### src/rtl/mbrf_pkg.sv
package mbrf_pkg;

  typedef enum logic [2:0] {
    MD_USR = 3'd0,
    MD_FIQ = 3'd1,
    MD_IRQ = 3'd2,
    MD_SVC = 3'd3,
    MD_ABT = 3'd4,
    MD_UND = 3'd5,
    MD_SYS = 3'd6,
    MD_RSV = 3'd7
  } mode_e;

  localparam int ARCH_N  = 16;  // numbered registers visible at once
  localparam int XBANK_N = 4;   // exception modes with two private regs
  localparam int XREGS   = 2;   // private regs per such mode (13, 14)
  localparam int SAVED_N = 5;   // saved status words
  localparam int PC_NUM  = 15;
  localparam int SP_NUM  = 13;

  // Bank actually used by a mode code: system and the spare code use user's.
  function automatic mode_e bank_of(logic [2:0] code);
    mode_e m;
    m = mode_e'(code);
    if (m == MD_SYS || m == MD_RSV) m = MD_USR;
    return m;
  endfunction

endpackage

### src/rtl/mbrf_bank_map.sv
module mbrf_bank_map
  import mbrf_pkg::*;
#(
  parameter int FIQ_FIRST = 8,
  parameter int PHYS_W    = 5
) (
  input  logic [2:0]        mode_code,
  input  logic [3:0]        num,
  output logic [PHYS_W-1:0] phys_idx
);

  localparam int FIQ_N    = PC_NUM - FIQ_FIRST;
  localparam int FIQ_BASE = ARCH_N;
  localparam int XBASE    = FIQ_BASE + FIQ_N;

  mode_e bank;
  int    slot;
  int    idx_i;

  always_comb begin
    bank  = bank_of(mode_code);
    slot  = 0;
    idx_i = int'(num);
    unique case (bank)
      MD_SVC: slot = 0;
      MD_ABT: slot = 1;
      MD_UND: slot = 2;
      MD_IRQ: slot = 3;
      default: slot = 0;
    endcase
    if (bank == MD_FIQ) begin
      if (int'(num) >= FIQ_FIRST && int'(num) != PC_NUM)
        idx_i = FIQ_BASE + int'(num) - FIQ_FIRST;
    end else if (bank != MD_USR) begin
      if (int'(num) == SP_NUM || int'(num) == SP_NUM + 1)
        idx_i = XBASE + XREGS * slot + int'(num) - SP_NUM;
    end
    phys_idx = PHYS_W'(idx_i);
  end

endmodule

### src/rtl/mbrf_gpr_store.sv
module mbrf_gpr_store #(
  parameter int DATA_W = 32,
  parameter int PHYS_N = 31,
  parameter int NRD    = 2,
  localparam int PHYS_W = $clog2(PHYS_N)
) (
  input  logic                        clk,
  input  logic                        rst_n,
  input  logic                        we,
  input  logic [PHYS_W-1:0]           widx,
  input  logic [DATA_W-1:0]           wdata,
  input  logic [NRD-1:0][PHYS_W-1:0]  ridx,
  output logic [NRD-1:0][DATA_W-1:0]  rdata
);

  logic [DATA_W-1:0] mem [PHYS_N];

  always_ff @(posedge clk or negedge rst_n) begin
    if (!rst_n) begin
      for (int i = 0; i < PHYS_N; i++) mem[i] <= '0;
    end else if (we && int'(widx) < PHYS_N) begin
      mem[widx] <= wdata;
    end
  end

  // Reads see the array before the edge: no bypass of the write port.
  for (genvar p = 0; p < NRD; p++) begin : g_rd
    assign rdata[p] = (int'(ridx[p]) < PHYS_N) ? mem[ridx[p]] : '0;
  end

endmodule

### src/rtl/mbrf_psr_bank.sv
module mbrf_psr_bank
  import mbrf_pkg::*;
#(
  parameter int DATA_W = 32
) (
  input  logic              clk,
  input  logic              rst_n,
  input  logic [2:0]        mode_code,
  input  logic              cs_we,
  input  logic [DATA_W-1:0] cs_wdata,
  output logic [DATA_W-1:0] cs_rdata,
  input  logic              ss_we,
  input  logic [DATA_W-1:0] ss_wdata,
  output logic [DATA_W-1:0] ss_rdata
);

  localparam int SLOT_W = $clog2(SAVED_N);

  logic [DATA_W-1:0]                cur_q;
  logic [SAVED_N-1:0][DATA_W-1:0]   saved_q;
  logic [SLOT_W-1:0]                slot;
  logic                             has_saved;

  always_comb begin
    has_saved = 1'b1;
    slot      = '0;
    unique case (bank_of(mode_code))
      MD_FIQ: slot = SLOT_W'(0);
      MD_IRQ: slot = SLOT_W'(1);
      MD_SVC: slot = SLOT_W'(2);
      MD_ABT: slot = SLOT_W'(3);
      MD_UND: slot = SLOT_W'(4);
      default: has_saved = 1'b0;
    endcase
  end

  always_ff @(posedge clk or negedge rst_n) begin
    if (!rst_n) begin
      cur_q   <= '0;
      saved_q <= '0;
    end else begin
      if (cs_we) cur_q <= cs_wdata;
      if (ss_we && has_saved) saved_q[slot] <= ss_wdata;
    end
  end

  assign cs_rdata = cur_q;
  assign ss_rdata = has_saved ? saved_q[slot] : '0;

  AST_CS_LOADS: assert property (@(posedge clk) disable iff (!rst_n)
    cs_we |=> cs_rdata == $past(cs_wdata));
  AST_SS_USR_IGNORED: assert property (@(posedge clk) disable iff (!rst_n)
    (ss_we && !has_saved) |=> $stable(saved_q));
  AST_SS_USR_ZERO: assert property (@(posedge clk) disable iff (!rst_n)
    (bank_of(mode_code) == MD_USR) |-> ss_rdata == '0);

endmodule

### src/rtl/banked_regfile.sv
module banked_regfile
  import mbrf_pkg::*;
#(
  parameter int DATA_W    = 32,
  parameter int FIQ_FIRST = 8
) (
  input  logic              clk,
  input  logic              rst_n,
  input  logic [2:0]        cur_mode,
  input  logic [3:0]        ra_num,
  input  logic              ra_ovr_en,
  input  logic [2:0]        ra_ovr_mode,
  output logic [DATA_W-1:0] ra_data,
  input  logic [3:0]        rb_num,
  input  logic              rb_ovr_en,
  input  logic [2:0]        rb_ovr_mode,
  output logic [DATA_W-1:0] rb_data,
  input  logic              w_en,
  input  logic [3:0]        w_num,
  input  logic              w_ovr_en,
  input  logic [2:0]        w_ovr_mode,
  input  logic [DATA_W-1:0] w_data,
  input  logic              cs_we,
  input  logic [DATA_W-1:0] cs_wdata,
  output logic [DATA_W-1:0] cs_rdata,
  input  logic              ss_we,
  input  logic [DATA_W-1:0] ss_wdata,
  output logic [DATA_W-1:0] ss_rdata
);

  localparam int NRD    = 2;
  localparam int FIQ_N  = PC_NUM - FIQ_FIRST;
  localparam int PHYS_N = ARCH_N + FIQ_N + XBANK_N * XREGS;
  localparam int PHYS_W = $clog2(PHYS_N);

  logic [NRD-1:0][3:0]        rnum;
  logic [NRD-1:0][2:0]        rmode;
  logic [NRD-1:0][PHYS_W-1:0] ridx;
  logic [NRD-1:0][DATA_W-1:0] rdat;
  logic [2:0]                 wmode;
  logic [PHYS_W-1:0]          widx;

  assign rnum[0]  = ra_num;
  assign rnum[1]  = rb_num;
  assign rmode[0] = ra_ovr_en ? ra_ovr_mode : cur_mode;
  assign rmode[1] = rb_ovr_en ? rb_ovr_mode : cur_mode;
  assign wmode    = w_ovr_en  ? w_ovr_mode  : cur_mode;

  for (genvar p = 0; p < NRD; p++) begin : g_rmap
    mbrf_bank_map #(.FIQ_FIRST(FIQ_FIRST), .PHYS_W(PHYS_W)) u_map (
      .mode_code (rmode[p]),
      .num       (rnum[p]),
      .phys_idx  (ridx[p])
    );
  end

  mbrf_bank_map #(.FIQ_FIRST(FIQ_FIRST), .PHYS_W(PHYS_W)) u_wmap (
    .mode_code (wmode),
    .num       (w_num),
    .phys_idx  (widx)
  );

  mbrf_gpr_store #(.DATA_W(DATA_W), .PHYS_N(PHYS_N), .NRD(NRD)) u_store (
    .clk   (clk),
    .rst_n (rst_n),
    .we    (w_en),
    .widx  (widx),
    .wdata (w_data),
    .ridx  (ridx),
    .rdata (rdat)
  );

  assign ra_data = rdat[0];
  assign rb_data = rdat[1];

  mbrf_psr_bank #(.DATA_W(DATA_W)) u_psr (
    .clk       (clk),
    .rst_n     (rst_n),
    .mode_code (cur_mode),
    .cs_we     (cs_we),
    .cs_wdata  (cs_wdata),
    .cs_rdata  (cs_rdata),
    .ss_we     (ss_we),
    .ss_wdata  (ss_wdata),
    .ss_rdata  (ss_rdata)
  );

  AST_LOW_SHARED: assert property (@(posedge clk) disable iff (!rst_n)
    (ra_num == rb_num && (ra_num < 4'd8 || ra_num == 4'd15)) |-> ra_data == rb_data);
  AST_SYS_AS_USR: assert property (@(posedge clk) disable iff (!rst_n)
    (ra_num == rb_num && rmode[0] == MD_SYS && rmode[1] == MD_USR) |-> ra_data == rb_data);
  AST_FIQ_PRIVATE: assert property (@(posedge clk) disable iff (!rst_n)
    (ra_num == rb_num && ra_num >= 4'(FIQ_FIRST) && ra_num != 4'd15 &&
     bank_of(rmode[0]) == MD_FIQ && bank_of(rmode[1]) != MD_FIQ) |-> ridx[0] != ridx[1]);
  AST_WRITE_VISIBLE: assert property (@(posedge clk) disable iff (!rst_n)
    w_en |=> (ridx[0] != $past(widx) || ra_data == $past(w_data)));

endmodule

### config.mk
export PLATFORM = sky130hd
export DESIGN_NAME = banked_regfile
export DESIGN_NICKNAME = d
export VERILOG_FILES = /design/src/rtl/mbrf_pkg.sv /design/src/rtl/mbrf_bank_map.sv /design/src/rtl/mbrf_gpr_store.sv /design/src/rtl/mbrf_psr_bank.sv /design/src/rtl/banked_regfile.sv
export SDC_FILE = /design/constraint.sdc
export NUM_CORES = 2
export LEC_CHECK = 0
export ABC_AREA = 0
export BUFFER_PORTS_ARGS = -buffer_cell sky130_fd_sc_hd__buf_2
export CAP_MARGIN = 20
export CORE_MARGIN = 3
export CORE_UTILIZATION = 25
export DETAILED_ROUTE_END_ITERATION = 16
export RECOVER_POWER = 100
export SLEW_MARGIN = 20
export SYNTH_ARGS = -nofsm -noshare
export SYNTH_HDL_FRONTEND = slang
export SYNTH_SLANG_ARGS = --single-unit
### constraint.sdc
create_clock -name clk -period 13.4 [get_ports clk]
set_input_delay 2.01 -clock clk [delete_from_list [all_inputs] [get_ports clk]]
set_output_delay 2.01 -clock clk [all_outputs]
set_load 0.01 [all_outputs]
* Word level (Yosys, flattened, before mapping)
Cells that the tools add are included.
Word-level totals: flip-flop bits (word level) 1184, latch bits 0, bits in writable memories 0, bits in read-only memories 0, input port bits 128, output and inout port bits 128, word-level logic and storage cells 160, memories kept 0
Operators by class: add/sub/neg operators 15, $mul 0, div/mod/pow operators 0, order comparisons 12, eq/ne operators 34, shift operators 0, muxes and demuxes 41, bitwise logic cells 3, reduce and logical (&&, ||, !) cells 18
Operators by type and width (count):
- 992-bit bitwise mux | 1
- 32-bit binary-select mux with 5-bit select | 2
- 32-bit two-way mux | 10
- 160-bit bitwise mux | 1
- 32-bit demux with 5-bit select | 1
- 32-bit binary-select mux with 3-bit select | 1
- 32-bit demux with 3-bit select | 1
- 5-bit two-way mux | 12
- 3-bit equality test, second input constant | 16
- 3-bit two-way mux | 7
- 6-bit greater-or-equal comparator, second input constant | 3
- 5-bit NOT with 6-bit output | 3
- 2-bit one-hot mux with 3 select lines | 3
- 5-bit by 3-bit adder with 5-bit output, first input constant | 3
- 5-bit by 4-bit adder with 5-bit output, first input constant | 3
- 5-bit adder | 3
- 3-bit by 2-bit equality test with 1-bit output, second input constant | 5
- 5-bit less-than comparator, second input constant | 3
- 5-bit by 4-bit subtractor with 5-bit output, second input constant | 3
- 5-bit subtractor, second input constant | 3
- 3-bit by 1-bit equality test with 1-bit output, second input constant | 4
- 4-bit by 2-bit equality test with 1-bit output, second input constant | 3
- 4-bit by 3-bit equality test with 1-bit output, second input constant | 3
- 4-bit greater-or-equal comparator, second input constant | 3
- other kinds (10) | 26

* Longest topological paths before layout
depth after elaboration 18, mapped depth 18

* Cells and area by module
Synthesis repeated with hierarchy kept, for this count alone.
Unflattened totals: cells, all modules 4303, area, all modules 62986.7 um^2
Modules (own cells, without submodules):
- mbrf_gpr_store | times used 1, cells an instance 3565, area an instance 53426.2 um^2
- mbrf_psr_bank | times used 1, cells an instance 639, area an instance 8768.4 um^2
- mbrf_bank_map | times used 3, cells an instance 30, area an instance 230.2 um^2
- banked_regfile | times used 1, cells an instance 9, area an instance 101.3 um^2

* Worst setup path after synthesis
No wires, ideal clock.
kind input to output, start input port rb_num[0], end output port rb_data[1], arrival time 5.348 ns, data required time 11.390 ns, path slack 6.042 ns, stages 15, path buffers 7, cell sequence buf_2 > buf_1 > buf_2 > clkbuf_1 > clkbuf_1 > a31oi_1 > ha_1 > o21bai_1 > o311a_1 > or3_1 > clkbuf_1 > clkbuf_1 > a221o_1 > o22ai_1 > nor3_1
On the way: word-level cells in the longest chain between the ends 10, elaborated cells on any way between the ends 20, those cells by class add/sub (4); order compare (2); eq/ne (3); mux (8); bitwise (1); reduce/logical (2)
RTL lines:
- start: declaration | line banked_regfile.sv:14 | input logic [3:0] rb_num,
- 5-bit adder, or another cell as far along | line mbrf_bank_map.sv:36 | idx_i = XBASE + XREGS * slot + int'(num) - SP_NUM;
- 5-bit subtractor / 1-bit logical OR (equally long branches) | line mbrf_bank_map.sv:36, mbrf_bank_map.sv:35
- 5-bit two-way mux | line mbrf_bank_map.sv:35 | if (int'(num) == SP_NUM || int'(num) == SP_NUM + 1)
- 5-bit two-way mux | line mbrf_bank_map.sv:34 | end else if (bank != MD_USR) begin
- 5-bit two-way mux * | line mbrf_bank_map.sv:31 | if (bank == MD_FIQ) begin
- 5-bit NOT with 6-bit output (implied by the code) | line mbrf_gpr_store.sv:28 | assign rdata[p] = (int'(ridx[p]) < PHYS_N) ? mem[ridx[p]] : '0;
- 32-bit binary-select mux with 5-bit select | line mbrf_gpr_store.sv:28
- 32-bit two-way mux (implied by the code) (2 in series) | line mbrf_gpr_store.sv:28
- 32-bit two-way mux * | line mbrf_gpr_store.sv:28
- end: declaration | line banked_regfile.sv:17 | output logic [DATA_W-1:0] rb_data,
Mark *: on every way between the ends. The rest lies on a longest branch, timed or not. The select of a mux whose other input is x is not followed.

* Final worst setup path
start input port cur_mode[1], end output port rb_data[1]
On the way: word-level cells in the longest chain between the ends 17, elaborated cells on any way between the ends 23, those cells by class add/sub (3); order compare (1); eq/ne (6); mux (10); bitwise (1); reduce/logical (2)
RTL lines:
- start: declaration | line banked_regfile.sv:9 | input logic [2:0] cur_mode,
- 3-bit two-way mux * | line banked_regfile.sv:46 | assign rmode[1] = rb_ovr_en ? rb_ovr_mode : cur_mode;
- 3-bit equality test | line mbrf_pkg.sv:25 | if (m == MD_SYS || m == MD_RSV) m = MD_USR;
- 1-bit logical OR | line mbrf_pkg.sv:25
- 3-bit two-way mux * | line mbrf_pkg.sv:25
- 3-bit by 2-bit equality test with 1-bit output / 3-bit equality test (equally long branches) | line mbrf_bank_map.sv:24 | unique case (bank)
- 2-bit one-hot mux with 3 select lines | line mbrf_bank_map.sv:24
- 5-bit by 3-bit adder with 5-bit output | line mbrf_bank_map.sv:36
- 5-bit adder | line mbrf_bank_map.sv:36
- 5-bit subtractor | line mbrf_bank_map.sv:36
- 5-bit two-way mux | line mbrf_bank_map.sv:35
- 5-bit two-way mux | line mbrf_bank_map.sv:34
- 5-bit two-way mux * | line mbrf_bank_map.sv:31
- 5-bit NOT with 6-bit output (implied by the code) | line mbrf_gpr_store.sv:28
- 32-bit binary-select mux with 5-bit select | line mbrf_gpr_store.sv:28
- 32-bit two-way mux (implied by the code) (2 in series) | line mbrf_gpr_store.sv:28
- 32-bit two-way mux * | line mbrf_gpr_store.sv:28
Marked as above.

==> flow_summary.json <==
{
  "netlist_instances": 5241,
  "final-hold-violation-count": 0,
  "cts_tree": "yes",
  "die_w_um": 506.6,
  "grt.total_usage_pct": 16.86,
  "synth_edf_count": 0,
  "syn_nets": 5384,
  "cts_hold_buf": 0,
  "synth.area.top_cells": "dfrtp_1 47%, mux2_2 21%, mux4_2 7.8%",
  "portBuffers": 255,
  "fin_area_um2": 71170,
  "grt_max_degree": 183,
  "worstSetupPathType": "in -> out",
  "required_ns": 11.39,
  "intPower_mw": 7.621,
  "ys_types": 74,
  "max_freq_mhz": 84.05,
  "syn_to_final_growth_pct": 13.59,
  "pwr-share-comb_pct": 21.6,
  "wl_per_cell_um": 25.61,
  "drv_slew": 1954,
  "cp.arrival_ns": 9.89,
  "power_frac_clock_pct": 34.1,
  "post-cts-setup-buffers": 0,
  "yosys.area_share.adder_pct": 0.3355,
  "switching_share_pct": 30.51,
  "synth.cell_area_um2": 62660,
  "fp.dieH_um": 506.6,
  "slowest_stage": "clkbuf_1",
  "avgViaCountPerCell": 5.358,
  "worstSetupStartpointType": "input port",
  "most-common-layout-cells": "1184 x dfrtp_1, 1151 x mux2_2, 683 x nand2_1, 218 x mux4_2, 196 x clkbuf_1",
  "synthSimpleGateAreaFrac_pct": 8.383,
  "yosysTopAreaCell": "dfrtp_1",
  "critPathBufInv": 5,
  "min_period_ns": 11.90,
  "cts_buffers": 130,
  "synthArstFlopShare_pct": 100.0,
  "dr.pass1.iters": 5,
  "dp_hpwl_mm": 130.6,
  "r2r_slack_ns": 12.56,
  "pwr-share-seq_pct": 44.4,
  "cap_violations": 57,
  "ys_warn_count": 0,
  "grt_pass1_wl_mm": 325.6,
  "fillers": 25440,
  "crit_path_frequent_cell": "clkbuf_1",
  "vias": 46580,
  "muxShareOfSynthArea_pct": 32.20,
  "status": "finished with violations",
  "final_nets": 5371,
  "gp_congestion": 0.8217,
  "drive_gt1_share_pct": 34.30,
  "fp.dieArea_um2": 256700,
  "leakagePower_nw": 30.02,
  "crit_family": "buffers and inverters",
  "grt-ovfl-total": 0,
  "grt_pass1_vias": 47330,
  "drt_iter0_markers": 4867,
  "final_common_cell": "dfrtp_1",
  "setup_viol": 0,
  "ios": 256,
  "clk_pin_slew_worst_paths_ns": 0.06,
  "ant_nets": 0,
  "post-route-period-util_pct": 88.79,
  "slowest_delay_ns": 1.70,
  "ctsResizeCount": 0,
  "core_um2": 248900,
  "clock_latency_ns": 0.76,
  "hold_path.class": "reg -> reg",
  "synth_flop_cell": "dfrtp_1",
  "clock-sinks": 1184,
  "antenna_found_initial": 50,
  "wirelength_mm": 222.6,
  "synth.top_cell.area_share_pct": 47.29,
  "rsz0062_at_grt": "no",
  "synth_compound_area_share_pct": 7.822,
  "clock_path_buffers": 3,
  "synth_xor_area_share_pct": 0.1098,
  "tightest_slew_ns": 6.170,
  "worstPathMaxFanout": 70,
  "root_buffer": "clkbuf_16",
  "p_switching_mw": 3.346,
  "synth_top_family_by_area": "multiplexers",
  "cts_max_level": 4,
  "timing.setup.tns_ns": 0,
  "initial_utilization_pct": 25.17,
  "ys_seq_area_share_pct": 47.29,
  "ir_drop_v": 0.0001345,
  "violations": "max-capacitance violations, max-slew violations",
  "place_area_um2": 67100,
  "avgSynthCellArea_um2": 11.95,
  "end_kind": "output pin",
  "relSlewSlack_pct": -311.3,
  "synth-seq-cells": 1184,
  "whs_ns": 0.5030,
  "cellPowerDensity_nw_per_um2": 154.1,
  "clock_skew_ns": 0,
  "drc_errors": 0,
  "crit_chain": "buf_4 > clkbuf_1 > nor4b_1 > o21ai_0 > o31ai_4 > clkbuf_1 > or3_2 > buf_4 > a221o_1 > o22ai_1 > nor3_1 > clkbuf_1",
  "rows": 183
}
state kept, by name, indices dropped and copies added (netlist names):
name,cells
u_store.mem,992
u_psr.saved_q,160
u_psr.cs_rdata,32
synth_stat cells (30+ instances only):
cell and count:
a221oi_1 66, o211ai_1 30, nand2b_1 32, nand2_1 698, a2bb2oi_1 31, a31oi_1 72
nor3_1 62, a32oi_1 32, nor2_1 99, a311oi_1 30, mux2i_1 185, nand3_1 142
a22oi_1 32, buf_2 149, buf_1 45, mux2_1 37, a21oi_1 185, dfrtp_1 1184
mux2_2 1153, mux4_2 218, and3_1 63, o21ai_0 74, clkbuf_1 287, inv_1 45
routing by layer:
layer / track usage, % / vias up / share of wire, % / wire length (µm)
met2: 26.68 / 2300 / 46 / 102900
li1: - / 19310 / - / -
met1: 20.67 / 24280 / 39 / 86090
met3: 4.012 / 670 / 8.3 / 18530
met5: 0 / - / 0.079 / 175
met4: 10.63 / 24 / 6.7 / 14930
kinds of logic (layout without fill, tap and decap cells):
logic type      count (synthesis)  in the layout
compound gates                709            709
flops                        1184           1184
fa+ha+maj                      15             15
simple gates                 1179           1179
mux                          1594           1594
other cells                     0             31
xor+xnor                        7              7
buf+inv                       553            644
worst paths after layout:
kind	from	endpoint	cells past startpoint
min	u_psr.cs_rdata[31]$_DFFE_PN0P_	u_psr.cs_rdata[31]$_DFFE_PN0P_	1
max reg2reg	u_store.mem[825]$_DFFE_PN0P_	u_store.mem[825]$_DFFE_PN0P_	1
max in group asynchronous	rst_n	u_psr.cs_rdata[10]$_DFFE_PN0P_	3
min reg2reg	u_psr.cs_rdata[31]$_DFFE_PN0P_	u_psr.cs_rdata[31]$_DFFE_PN0P_	1
min in group asynchronous	rst_n	u_store.mem[420]$_DFFE_PN0P_	1
max	cur_mode[1]	rb_data[1]	12
through the flow:
step	utilization (%)	worst slack [ns]	std cells	power [mW]
after floorplan	-	6.042	5241	6.392
after global placement	26.96	3.121	8425	7.160
after detailed placement	26.96	3.227	8425	7.263
after CTS	28.73	3.208	8661	11.02
after global routing	28.58	1.655	8679	11.43
final	28.59	1.502	8693	10.97
power by group through the flow:
stage,clock network [mW],logic [mW],registers (mW)
2_1_floorplan,0,1.65,4.74
3_3_place_gp,0,2.32,4.84
3_5_place_dp,0,2.37,4.90
4_1_cts,3.81,2.37,4.84
5_1_grt,3.94,2.54,4.95
6_report,3.74,2.37,4.86
final cells by class:
cell class	count	area, µm²	share of cell area [%]
tap	3330	4167	5.855
sequential	1184	29630	41.63
clock buffer	181	3686	5.179
multi-input combinational	3504	30850	43.35
inverter	45	168.9	0.2373
clock inverter	55	720.7	1.013
timing repair buffer	363	1871	2.628
antenna	31	77.57	0.1090
No activity file was read; power rests on OpenSTA's default activity.
